<file path="src/rtl/cbu_pkg.sv">
package cbu_pkg;

    localparam int ADDR_W   = 32;
    localparam int DATA_W   = 32;
    localparam int HALF_W   = DATA_W / 2;
    localparam int LINK_OFS = 4;
    localparam int HOST_W   = 6;

    typedef enum logic [1:0] {
        U_IDLE    = 2'd0,
        U_SUSPEND = 2'd1,
        U_ACTIVE  = 2'd2
    } ustate_e;

    typedef enum logic [2:0] {
        S_WAIT,
        S_RD0,
        S_RD1,
        S_EXEC,
        S_WR
    } fsm_e;

    typedef struct packed {
        logic       last;
        logic       susp;
        logic       intr;
        logic [7:0] rsvd;
        logic       nocrc;
        logic       flex;
        logic [2:0] op;
    } cmd_t;

    function automatic logic [HALF_W-1:0] done_status(logic [HALF_W-1:0] old, logic ok);
        return old | 16'h8000 | (ok ? 16'h2000 : 16'h0000);
    endfunction

endpackage

</file>
<file path="src/rtl/cbu_decode.sv">
module cbu_decode
    import cbu_pkg::*;
#(
    parameter logic [7:0] KNOWN_OPS = 8'h1F
) (
    input  logic [2:0] op,
    output logic       known,
    output logic       needs_wait
);
    always_comb begin
        known      = KNOWN_OPS[op];
        needs_wait = KNOWN_OPS[op] && (op != 3'd0);
    end
endmodule

</file>
<file path="src/rtl/cbu_action.sv">
module cbu_action #(
    parameter int LAT = 4
) (
    input  logic clk,
    input  logic rst,
    input  logic go,
    output logic done
);
    localparam int CW = (LAT > 1) ? $clog2(LAT) : 1;

    logic          busy_q;
    logic [CW-1:0] cnt_q;

    assign done = busy_q && (cnt_q == '0);

    always_ff @(posedge clk) begin
        if (rst) begin
            busy_q <= 1'b0;
            cnt_q  <= '0;
        end else if (go) begin
            busy_q <= 1'b1;
            cnt_q  <= CW'(LAT - 1);
        end else if (done) begin
            busy_q <= 1'b0;
        end else if (busy_q) begin
            cnt_q <= cnt_q - 1'b1;
        end
    end

    // the stub is never restarted while it is counting
    a_r6_go_when_free: assert property (@(posedge clk) disable iff (rst)
        go |-> !busy_q);
endmodule

</file>
<file path="src/rtl/cbu_seq.sv">
module cbu_seq
    import cbu_pkg::*;
(
    input  logic              clk,
    input  logic              rst,
    input  logic              start,
    input  logic [ADDR_W-1:0] start_addr,
    output ustate_e           ust,
    output logic              rd_req,
    output logic [ADDR_W-1:0] rd_addr,
    input  logic              rd_ready,
    input  logic [DATA_W-1:0] rd_data,
    output logic              wr_req,
    output logic [ADDR_W-1:0] wr_addr,
    output logic [DATA_W-1:0] wr_data,
    input  logic              wr_ready,
    output logic              irq,
    output logic [2:0]        op_code,
    input  logic              op_known,
    input  logic              op_wait,
    output logic              act_go,
    input  logic              act_done
);
    fsm_e              st_q;
    ustate_e           ust_q;
    logic [ADDR_W-1:0] cur_q;
    logic [ADDR_W-1:0] link_q;
    cmd_t              cmd_q;
    logic [HALF_W-1:0] sts_q;
    logic              ok_q;
    logic              irq_q;
    logic              rd_fire;
    logic              wr_fire;

    assign rd_fire = rd_req && rd_ready;
    assign wr_fire = wr_req && wr_ready;
    assign ust     = ust_q;
    assign irq     = irq_q;
    assign op_code = cmd_q.op;

    always_comb begin
        rd_req  = (st_q == S_RD0) || (st_q == S_RD1);
        rd_addr = (st_q == S_RD1) ? cur_q + ADDR_W'(LINK_OFS) : cur_q;
        wr_req  = (st_q == S_WR);
        wr_addr = cur_q;
        wr_data = {cmd_q, done_status(sts_q, ok_q)};
        act_go  = (st_q == S_RD1) && rd_fire && op_wait;
    end

    always_ff @(posedge clk) begin
        if (rst) begin
            st_q   <= S_WAIT;
            ust_q  <= U_IDLE;
            cur_q  <= '0;
            link_q <= '0;
            cmd_q  <= '0;
            sts_q  <= '0;
            ok_q   <= 1'b0;
            irq_q  <= 1'b0;
        end else begin
            irq_q <= 1'b0;
            case (st_q)
                S_WAIT: if (start) begin
                    cur_q <= start_addr;
                    ust_q <= U_ACTIVE;
                    st_q  <= S_RD0;
                end
                S_RD0: if (rd_fire) begin
                    cmd_q <= cmd_t'(rd_data[DATA_W-1:HALF_W]);
                    sts_q <= rd_data[HALF_W-1:0];
                    st_q  <= S_RD1;
                end
                S_RD1: if (rd_fire) begin
                    link_q <= rd_data;
                    ok_q   <= op_known;
                    st_q   <= op_wait ? S_EXEC : S_WR;
                end
                S_EXEC: if (act_done) begin
                    st_q <= S_WR;
                end
                S_WR: if (wr_fire) begin
                    irq_q <= cmd_q.intr;
                    if (cmd_q.last) begin
                        ust_q <= U_IDLE;
                        st_q  <= S_WAIT;
                    end else if (cmd_q.susp) begin
                        ust_q <= U_SUSPEND;
                        st_q  <= S_WAIT;
                    end else begin
                        cur_q <= link_q;
                        st_q  <= S_RD0;
                    end
                end
                default: st_q <= S_WAIT;
            endcase
        end
    end

    // read address held until accepted
    a_r4_rd_hold: assert property (@(posedge clk) disable iff (rst)
        rd_req && !rd_ready |=> rd_req && $stable(rd_addr));

    // interrupt only right after an accepted writeback
    a_r7_irq_after_wr: assert property (@(posedge clk) disable iff (rst)
        irq |-> $past(wr_fire));

    // a no-operation always writes back with OK
    a_r6_nop_ok: assert property (@(posedge clk) disable iff (rst)
        wr_req && (wr_data[18:16] == 3'd0) |-> wr_data[13]);

    // one memory access at a time, every writeback marks completion
    a_r5_wr_complete: assert property (@(posedge clk) disable iff (rst)
        wr_req |-> !rd_req && wr_data[15]);

    // only legal state codes, and never active while waiting for a start
    a_r2_state_legal: assert property (@(posedge clk) disable iff (rst)
        (ust_q != 2'd3) && ((st_q == S_WAIT) -> (ust_q != U_ACTIVE)));
endmodule

</file>
<file path="src/rtl/cbu_top.sv">
module cbu_top
    import cbu_pkg::*;
#(
    parameter int         ACT_LAT   = 4,
    parameter logic [7:0] KNOWN_OPS = 8'h1F
) (
    input  logic              clk,
    input  logic              rst,
    input  logic              start,
    input  logic [ADDR_W-1:0] start_addr,
    input  logic              host_wr,
    input  logic [HOST_W-1:0] host_wdata,
    output logic [7:0]        status,
    output logic              rd_req,
    output logic [ADDR_W-1:0] rd_addr,
    input  logic              rd_ready,
    input  logic [DATA_W-1:0] rd_data,
    output logic              wr_req,
    output logic [ADDR_W-1:0] wr_addr,
    output logic [DATA_W-1:0] wr_data,
    input  logic              wr_ready,
    output logic              irq
);
    logic [HOST_W-1:0] host_q;
    ustate_e           ust;
    logic [2:0]        op_code;
    logic              op_known;
    logic              op_wait;
    logic              act_go;
    logic              act_done;

    always_ff @(posedge clk) begin
        if (rst)          host_q <= '0;
        else if (host_wr) host_q <= host_wdata;
    end

    assign status = {ust, host_q};

    cbu_decode #(.KNOWN_OPS(KNOWN_OPS)) u_dec (
        .op(op_code), .known(op_known), .needs_wait(op_wait)
    );

    cbu_action #(.LAT(ACT_LAT)) u_act (
        .clk(clk), .rst(rst), .go(act_go), .done(act_done)
    );

    cbu_seq u_seq (
        .clk(clk), .rst(rst), .start(start), .start_addr(start_addr),
        .ust(ust),
        .rd_req(rd_req), .rd_addr(rd_addr), .rd_ready(rd_ready), .rd_data(rd_data),
        .wr_req(wr_req), .wr_addr(wr_addr), .wr_data(wr_data), .wr_ready(wr_ready),
        .irq(irq), .op_code(op_code), .op_known(op_known), .op_wait(op_wait),
        .act_go(act_go), .act_done(act_done)
    );

    // host bits change only through a host write
    a_r11_host_bits: assert property (@(posedge clk) disable iff (rst)
        !$past(host_wr) |-> status[5:0] == $past(status[5:0]));
endmodule

</file>
<file path="config.mk">
export PLATFORM = sky130hd
export DESIGN_NAME = cbu_top
export DESIGN_NICKNAME = d
export VERILOG_FILES = /design/src/rtl/cbu_pkg.sv /design/src/rtl/cbu_decode.sv /design/src/rtl/cbu_action.sv /design/src/rtl/cbu_seq.sv /design/src/rtl/cbu_top.sv
export SDC_FILE = /design/constraint.sdc
export NUM_CORES = 1
export LEC_CHECK = 0
export CAP_MARGIN = 40
export CORE_UTILIZATION = 40
export DETAILED_ROUTE_END_ITERATION = 8
export GPL_TIMING_DRIVEN = 0
export PLACE_DENSITY_LB_ADDON = 0.12
export SLEW_MARGIN = 20
export SYNTH_ARGS = -nofsm -noshare
export SYNTH_HDL_FRONTEND = slang
export SYNTH_SLANG_ARGS = --single-unit
</file>
<file path="constraint.sdc">
create_clock -name clk -period 1.69 [get_ports clk]
set_clock_uncertainty 0.1 [all_clocks]
set_input_delay 0.338 -clock clk [delete_from_list [all_inputs] [get_ports clk]]
set_output_delay 0.338 -clock clk [all_outputs]
set_load 0.005 [all_outputs]
</file>
# Word-level counts from Yosys, hierarchy flattened
# Memories as Yosys holds them, arrays and structs flattened. A register that Yosys moved wholly into a read port is not among the register bits.
# Index checks and enable logic that the tools add are counted.
# word_totals
mem_count,1
in_bits,76
out_inout_bits,107
mem_bits_ro,8
word_cells,86
register_bits,111
# memory_table
memory,words,word_bits,read_ports,rd_ports_with_merged_regs,write_ports,line_no,source
(name not given),8,1,1,1,0,cbu_decode.sv:11,known = KNOWN_OPS[op];
# classes
muxes,29
addsub,2
n_lt_le_gt_ge,1
n_bitwise,3
n_eq_ne,13
n_reduce_logical,20
# op_table
cell,count
two-way mux 32 bit,5
case mux 32 bit (2 select lines),1
adder 32 x 3 -> 32 bit (second input constant),1
two-way mux 3 bit,9
bitwise OR 16 x 14 -> 16 bit,1
case mux 3 bit (5 select lines),1
two-way mux 14 bit,1
two-way mux 2 bit,7
!= test 2 bit (second input constant),6
AND reduction 5 bit,2
equality test 3 x 2 -> 1 bit (second input constant),2
logical AND 1 bit,6
AND reduction 2 bit,3
nonzero test 2 bit,3
< comparator 3 x 4 -> 1 bit (second input constant),1
two-way mux 1 bit,4
!= test 2 x 1 -> 1 bit (second input constant),2
case mux 2 bit (2 select lines),1
AND reduction 4 bit,1
equality test 3 x 1 -> 1 bit (second input constant),1
equality test 3 bit (second input constant),1
zero test 3 bit,1
!= test 3 bit (second input constant),1
nonzero test 3 bit,1
5 further kinds,6

# Depth between registers and ports, before layout
# Gate-level depths: netlist of run 1.
# depth
word_depth,7
depth_mapped,7
mapped_depth_nobuf,6

# Hierarchy
# Synthesis of run 1 repeated with hierarchy kept, for this count alone.
# unflattened
hier_cells,625
hier_area_um2,5296.3
# modules_own_cells
mod,area_per_inst_um2,seq_area_each_um2,cells_each,instances
cbu_seq,4906.0,2042.0,588,1
cbu_top,214.0,120.1,19,1
cbu_action,153.9,60.1,15,1
cbu_decode,22.5,0.0,3,1

# Least setup slack after synthesis of run 1
# No wires, ideal clock.
# synth_path
path_type,flip-flop to output port
start,"reg u_seq.cur_q[10], in the netlist u_seq.wr_addr[10]"
end,out rd_addr[21]
path_slack_ns,-0.172
path_buffers,1
path_stages_with_launch,6
required_ns,1.252
arrival_time_ns,1.424
cell_sequence,dfxtp_1 and3_4 nand3_1 buf_4 nor4_1 xor2_1
# synth_via
elab_chain_len,2
# synth_lines
item,line_no,source
"start, declared",cbu_seq.sv:26,logic [ADDR_W-1:0] cur_q;
"start signal, assigned",cbu_seq.sv:64,cur_q <= start_addr;
"start signal, assigned",cbu_seq.sv:90,cur_q <= link_q;
adder 32 x 3 -> 32 bit,cbu_seq.sv:43,rd_addr = (st_q == S_RD1) ? cur_q + ADDR_W'(LINK_OFS) : cur_q;
two-way mux 32 bit,cbu_seq.sv:43,
"end, declared",cbu_top.sv:15,"output logic [ADDR_W-1:0] rd_addr,"
# No other way between the ends.

# Worst setup path in the final report of run 1
# layout_path
start,reg u_seq.st_q[0]
end,out rd_addr[31]
# layout_via
elab_chain_len,2
# layout_lines
item,line_no,source
"start, declared",cbu_seq.sv:24,fsm_e st_q;
"start signal, assigned",cbu_seq.sv:76,st_q <= op_wait ? S_EXEC : S_WR;
equality test 3 x 2 -> 1 bit,cbu_seq.sv:43,
two-way mux 32 bit,cbu_seq.sv:43,
# No other way between the ends.

==> results.json, run 1 <==
{
  "status": "finished with violations",
  "violations": "setup timing",
  "drive_gt1_frac": 0.4406,
  "drt-initial-drc-count": 432,
  "worstMarginPinSlew_ps": 817.3,
  "cts.sinks": 112,
  "timing.rr.end": "u_seq.wr_addr[24]",
  "grt_pass1_wl_um": 28550,
  "path_buf_inv": 4,
  "total_power_w": 0.009383,
  "num_rows": 41,
  "fillers": 830,
  "cp_data_required_time_ps": 1250,
  "antenna_cells": 0,
  "cp_max_fo": 4,
  "hpwl_um": 12250,
  "ys_ff_latch": 112,
  "async_flop_share": 0,
  "rsz0062_at_grt": "yes",
  "criticalPathCategory": "reg -> out",
  "fin_ws_ps": -817.9,
  "first_pass_iters": 6,
  "seq_area_frac_synth": 0.4305,
  "synthCells": 662,
  "min_to": "u_seq.sts_q[6]",
  "antenna_left": 0,
  "synth_area_sq_um": 5209,
  "ys.flop_type": "dfxtp_1",
  "finalCritPeriodShare": 1.484,
  "cts_tree": "built",
  "p_leak_nw": 4.574,
  "clk_latency_ps": 350,
  "reg2reg_slack_ps": -220,
  "layout.nets": 1034,
  "grt_overflow": 0,
  "syn_nets": 740,
  "core_sq_um": 12670,
  "dp.cells": 1013,
  "cts.clk_slew.worst_paths_ps": 70,
  "drc": 0,
  "hold_depth": 2,
  "yosysWarnings": 0,
  "crit_family": "buffers and inverters",
  "htreeDepth": 3,
  "setup_viol_count_final": 128,
  "die_area_sq_um": 13480,
  "grt_max_degree": 17,
  "path_cells": "nor3b_4 > buf_6 > buf_6 > nand4_4 > buf_6 > nor4_4 > xor2_1 > buf_2",
  "maxCapViolations": 0,
  "hold_path.class": "reg -> reg",
  "worstPathArrival_ps": 2070,
  "die_h_um": 116.1,
  "avgRoutedWirePerCell_um": 19.17,
  "fin_cells": 1132,
  "fin_crit_ps": 2508,
  "slew_headroom": 0.4552,
  "pre_cts_slack_ps": -826.1,
  "r2r_cells": 8,
  "synth-edff-count": 0,
  "hold_viol_final": 0,
  "worst_r2r_startpoint": "u_seq.st_q[2]",
  "slew_violations": 0,
  "slowest_delay_ps": 360,
  "antenna_found_initial": 0,
  "min-delay-start": "u_seq.sts_q[6]",
  "viasPerCell": 5.377,
  "io_pins": 183,
  "gp_congestion": 0.9114,
  "tns_ps": -32140,
  "portBuffers": 179,
  "avgSynthCellArea_sq_um": 7.868,
  "clock-root-buffer": "clkbuf_16",
  "cp_slowest_cell": "dfxtp_4",
  "area_delta_synth_final_pct": 86.91,
  "fmax_mhz": 398.7,
  "vias": 6087,
  "cts_hold_buf": 0,
  "power_density_nw_per_um2": 963.8,
  "yosys.cell_types.count": 48,
  "drt-total-wl_um": 21700,
  "path_common_cell": "buf_6",
  "die_w_um": 116.1,
  "initial_core_util": 0.4111,
  "cp-start-kind": "register",
  "grt.total_usage": 0.2800,
  "first_global_vias": 5710,
  "cts_buffer_depth": 2,
  "cts-buffers-inserted": 9,
  "vdd_drop_max_mv": 0.5545,
  "critPathCaptureType": "output pin"
}
[layout make-up]
type | count | area, sq um | share of cell area
multi-input cells | 478 | 3466 | 0.3560
repair buffers | 284 | 2794 | 0.2870
flip-flops and latches | 112 | 2386 | 0.2451
plain buffers | 62 | 561.8 | 0.05770
clock buffers | 13 | 260.3 | 0.02673
well taps | 172 | 215.2 | 0.02211
inverters | 9 | 38.79 | 0.003984
clock inverters | 2 | 13.76 | 0.001414
[what timing repair did]
action                     CTS  global route
setup endpoints to repair  134           152
gates cloned                10             7
buffers inserted            58            35
resized for setup          364           212
pin swaps                   78            82
[registers in the layout (all words and copies together), names as in the netlist]
signal	cells
u_seq.link_q	32
u_seq.wr_addr	32
u_seq.sts_q	15
u_seq.wr_data	13
host_q	6
u_seq.op_code	3
u_seq.st_q	3
u_act.cnt_q	2
u_seq.ust	2
u_act.busy_q	1
u_dec.known	1
u_seq.irq	1
u_seq.ok_q	1
[kinds of logic after synthesis]
| logic type | synth area share |
|---|---|
| muxes | 0.01537 |
| xor gates and xnor gates | 0.05213 |
| other | 0.0007199 |
| DFF | 0.4305 |
| AOI/OAI and AO/OA | 0.1388 |
| buffers and inverters | 0.07975 |
| adders and majority gates | 0.004803 |
| and+or+nand+nor | 0.2779 |
[power by group]
| group | internal [W] | leakage (nW) | switching [W] |
|---|---|---|---|
| Combinational | 0.00215 | 3.50 | 0.00179 |
| Clock | 0.00108 | 0.132 | 0.000949 |
| Sequential | 0.00305 | 0.944 | 0.000369 |
| Total | 0.00627 | 4.57 | 0.00311 |
[how the worst max path moves through the flow]
stage / start / end / slack, ps / cells past startpoint
2_1_floorplan: u_seq.wr_addr[6] / rd_addr[28] / -80 / 4
3_3_place_gp: u_seq.st_q[1] / rd_addr[22] / -760 / 5
3_5_place_dp: u_seq.st_q[0] / rd_addr[31] / -830 / 5
4_1_cts: u_seq.wr_addr[12] / rd_addr[31] / -730 / 6
5_1_grt: u_seq.st_q[0] / rd_addr[20] / -930 / 8
6_report: u_seq.st_q[0] / rd_addr[31] / -820 / 8
[placed cells by master (no fill, tap or decap), types with 19 or more instances in the layout]
cell type	n
dlymetal6s2s_1	24
dfxtp_1	59
clkdlybuf4s50_1	96
dfxtp_2	22
nor2_2	19
buf_2	34
dlygate4sd2_1	25
buf_6	49
dfxtp_4	31
a21oi_1	31
nor2_1	20
nand2_2	19
a21oi_2	37
buf_4	73
a311oi_2	27
nand2_1	182
[metrics by stage]
step | hold WS [ps] | utilization | cell area, sq um
final | 359.2 | 0.7683 | 9736
after global routing | 369.7 | 0.7683 | 9736
after CTS | 356.0 | 0.6934 | 8786
after detailed placement | 349.0 | 0.5786 | 7331
after global placement | 343.2 | 0.5786 | 7331
after floorplan | 331.1 | - | 5324
[worst register-to-register path, stage by stage, from the launching register on]
cell and delay (ps):
dfxtp_4 360, buf_6 120, buf_6 130, and4bb_1 220, o21a_4 240, buf_12 160
buf_6 120, buf_16 130, a311oi_2 220
[synthesized netlist by cell type (2+ instances only)]
cell	n	area, sq um
nand2_1	214	803.3
dfxtp_1	112	2242
a21oi_1	68	340.3
nor2_1	49	183.9
a311oi_1	30	262.8
buf_4	24	180.2
clkbuf_1	18	67.56
xor2_1	17	148.9
xnor2_1	14	122.6
buf_2	12	60.06
nor3_1	9	45.04
inv_1	8	30.03
mux2i_1	8	80.08
nand3_1	8	40.04
nand4_1	8	50.05
nor4_1	6	37.54
and4_1	5	43.79
buf_6	5	56.30
o21ai_0	5	25.02
buf_1	4	15.01
and2_1	3	18.77
nand2b_1	3	18.77
a22oi_1	2	15.01
a311oi_2	2	30.03
ha_1	2	25.02
nand4_2	2	25.02
nor2b_1	2	12.51
nor4_4	2	42.54
[layer usage]
layer | wire length (um) | vias up | part of all wire | global-route usage
met2 | 11230 | 293 | 0.52 | 0.5103
met1 | 8226 | 2898 | 0.38 | 0.3163
met5 | 0 | - | 0 | 0
li1 | - | 2821 | - | -
met4 | 993 | 0 | 0.046 | 0.1419
met3 | 1253 | 75 | 0.058 | 0.04411
Note: power is estimated with default switching activity, not from simulation.
==> run 2, diff against run 1 <==
--- a/config.mk
+++ b/config.mk
@@ -7,10 +7,12 @@
 export LEC_CHECK = 0
 export CAP_MARGIN = 40
 export CORE_UTILIZATION = 40
+export CTS_CLUSTER_SIZE = 24
 export DETAILED_ROUTE_END_ITERATION = 8
 export GPL_TIMING_DRIVEN = 0
 export PLACE_DENSITY_LB_ADDON = 0.12
 export SLEW_MARGIN = 20
 export SYNTH_ARGS = -nofsm -noshare
 export SYNTH_HDL_FRONTEND = slang
+export SYNTH_HIERARCHICAL = 1
 export SYNTH_SLANG_ARGS = --single-unit
==> results.json, run 2 <==
{
  "maxCapViolations": 0,
  "fin_ws_ps": -768.2,
  "cts.sinks": 111,
  "cts_tree": "built",
  "p_leak_nw": 4.271,
  "synth_top_family_by_area": "simple AND/OR/NAND/NOR gates",
  "power_density_nw_per_um2": 1336,
  "die_w_um": 117.1,
  "cp_data_required_time_ps": 1250,
  "critPathCaptureType": "output pin",
  "synth_area_sq_um": 5296,
  "area_delta_synth_final_pct": 79.49,
  "cts_hold_buf": 0,
  "antenna_left": 0,
  "layout_commonest_cell": "nand2_1",
  "ys_ff_latch": 111,
  "synth_compound_area_frac": 0.1344,
  "clk_latency_ps": 350,
  "synth_xor_area_frac": 0.04961,
  "r2r_cells": 9,
  "cts-buffers-inserted": 9,
  "fmax_mhz": 406.8,
  "viasPerCell": 5.212,
  "io_pins": 183,
  "hold_viol_final": 0,
  "worstPathArrival_ps": 2020,
  "yosys-top-cells-count": "nand2_1 (140), dfxtp_1 (111), a21oi_1 (69)",
  "vias": 5572,
  "worstMarginPinSlew_ps": 692.0,
  "cp_max_fo": 6,
  "slew_violations": 0,
  "layout.nets": 971,
  "cp-start-kind": "register",
  "criticalPathCategory": "reg -> out",
  "async_flop_share": 0,
  "hpwl_um": 11940,
  "avgSynthCellArea_sq_um": 8.474,
  "drc": 0,
  "yosysWarnings": 6,
  "synth-edff-count": 0,
  "tns_ps": -22420,
  "cts.clk_slew.worst_paths_ps": 70,
  "die_area_sq_um": 13710,
  "placed_area_sq_um": 7361,
  "die_h_um": 117.1,
  "synthCells": 625,
  "hold_path.class": "in -> reg",
  "grt.total_usage": 0.2399,
  "antenna_found_initial": 0,
  "final_cell_mix": "nand2_1 (126), clkdlybuf4s50_1 (103), buf_4 (63)",
  "first_global_vias": 4956,
  "synthTopCellsByArea": "dfxtp_1 (42%), nand2_1 (9.9%), mux2i_1 (7.4%)",
  "fin_crit_ps": 2458,
  "avgRoutedWirePerCell_um": 17.96,
  "vdd_drop_max_mv": 0.6784,
  "synth_top_area_frac": 0.4196,
  "gp_congestion": 0.8459,
  "core_sq_um": 12770,
  "drive_gt1_frac": 0.4169,
  "grt_overflow": 0,
  "syn_nets": 704,
  "antenna_cells": 0,
  "drt-initial-drc-count": 418,
  "initial_core_util": 0.4146,
  "stdcell_area_sq_um": 9507,
  "clock-root-buffer": "clkbuf_16",
  "seq_area_frac_synth": 0.4196,
  "finalCritPeriodShare": 1.455,
  "portBuffers": 179,
  "synth_adder_area_share": 0.007087,
  "violations": "setup timing",
  "total_power_w": 0.01270,
  "setup_viol_count_final": 79,
  "yosys.cell_types.count": 51,
  "synth_mux_area_frac": 0.07583,
  "status": "finished with violations",
  "cts_buffer_depth": 2,
  "ys.flop_type": "dfxtp_1",
  "timing.hold.ws_ps": 157.9,
  "pre_cts_slack_ps": -1005,
  "hold_depth": 2,
  "slew_headroom": 0.5387,
  "synth_most_common_cell": "nand2_1",
  "fillers": 862,
  "first_pass_iters": 5,
  "synth_top_area_cell": "dfxtp_1",
  "grt_pass1_wl_um": 25050,
  "grt_max_degree": 18,
  "num_rows": 41,
  "rsz0062_at_grt": "yes",
  "drt-total-wl_um": 19200,
  "htreeDepth": 3,
  "synthSimpleGateAreaFrac": 0.2275
}
run 2: worst max-delay path, stage by stage (launching register included):
cell and delay (ps):
dfxtp_4 380, nor3b_4 220, buf_12 160, nand4_4 120, buf_12 160, buf_6 110, nor4_4 170, xor2_1 190
buf_2 140
run 2: where the power goes:
part           internal (W)  switching, W
Combinational       0.00344       0.00271
Sequential          0.00329      0.000651
Clock               0.00164      0.000966
run 2: layout make-up:
class | count | area [sq um] | share of cell area
Clock buffer | 11 | 242.7 | 0.02553
Timing Repair Buffer | 260 | 2571 | 0.2705
Tap cell | 172 | 215.2 | 0.02264
Sequential cell | 111 | 2360 | 0.2482
Buffer | 59 | 530.5 | 0.05580
Inverter | 13 | 48.80 | 0.005133
Multi-Input combinational cell | 438 | 3410 | 0.3586
Clock inverter | 5 | 128.9 | 0.01356
run 2: per-stage QoR:
step                utilization  instances
global placement         0.5763        976
detailed placement       0.5763        976
floorplan                     -        625
CTS                      0.6550       1026
global route             0.7442       1069
finish                   0.7442       1069
run 2: cells by family (layout without fill, tap and decap cells):
group / count (synthesis) / in the layout
xor+xnor: 30 / 30
mux: 40 / 40
flops: 111 / 111
simple gates: 247 / 248
fa+ha+maj: 3 / 3
compound gates: 116 / 116
other cells: 1 / 1
buf+inv: 77 / 348
run 2: metal layers:
metal	wire, um	up-vias	track usage
li1	-	2649	-
met1	7954	2661	0.2997
met2	9647	224	0.4138
met3	1019	38	0.03605
met4	573	0	0.09958
met5	0	-	0
run 2: repair_timing:
| action | in CTS | in global routing |
|---|---|---|
| setup buffers | 34 | 40 |
| setup endpoints to repair | 181 | 149 |
| endpoints found under the hold margin | 0 | 0 |
| resized for setup | 273 | 234 |
| gates cloned | 2 | 8 |
| pin swaps | 32 | 86 |
run 2: path summary, 6_finish.rpt:
check | start | to | slack [ps]
max | u_seq/st_q[0] | rd_addr[31] | -770
min reg2reg | u_seq/sts_q[4] | u_seq/sts_q[4] | 360
max reg2reg | u_seq/st_q[2] | u_seq/wr_addr[1] | -200
min | rd_ready | u_seq/st_q[1] | 160
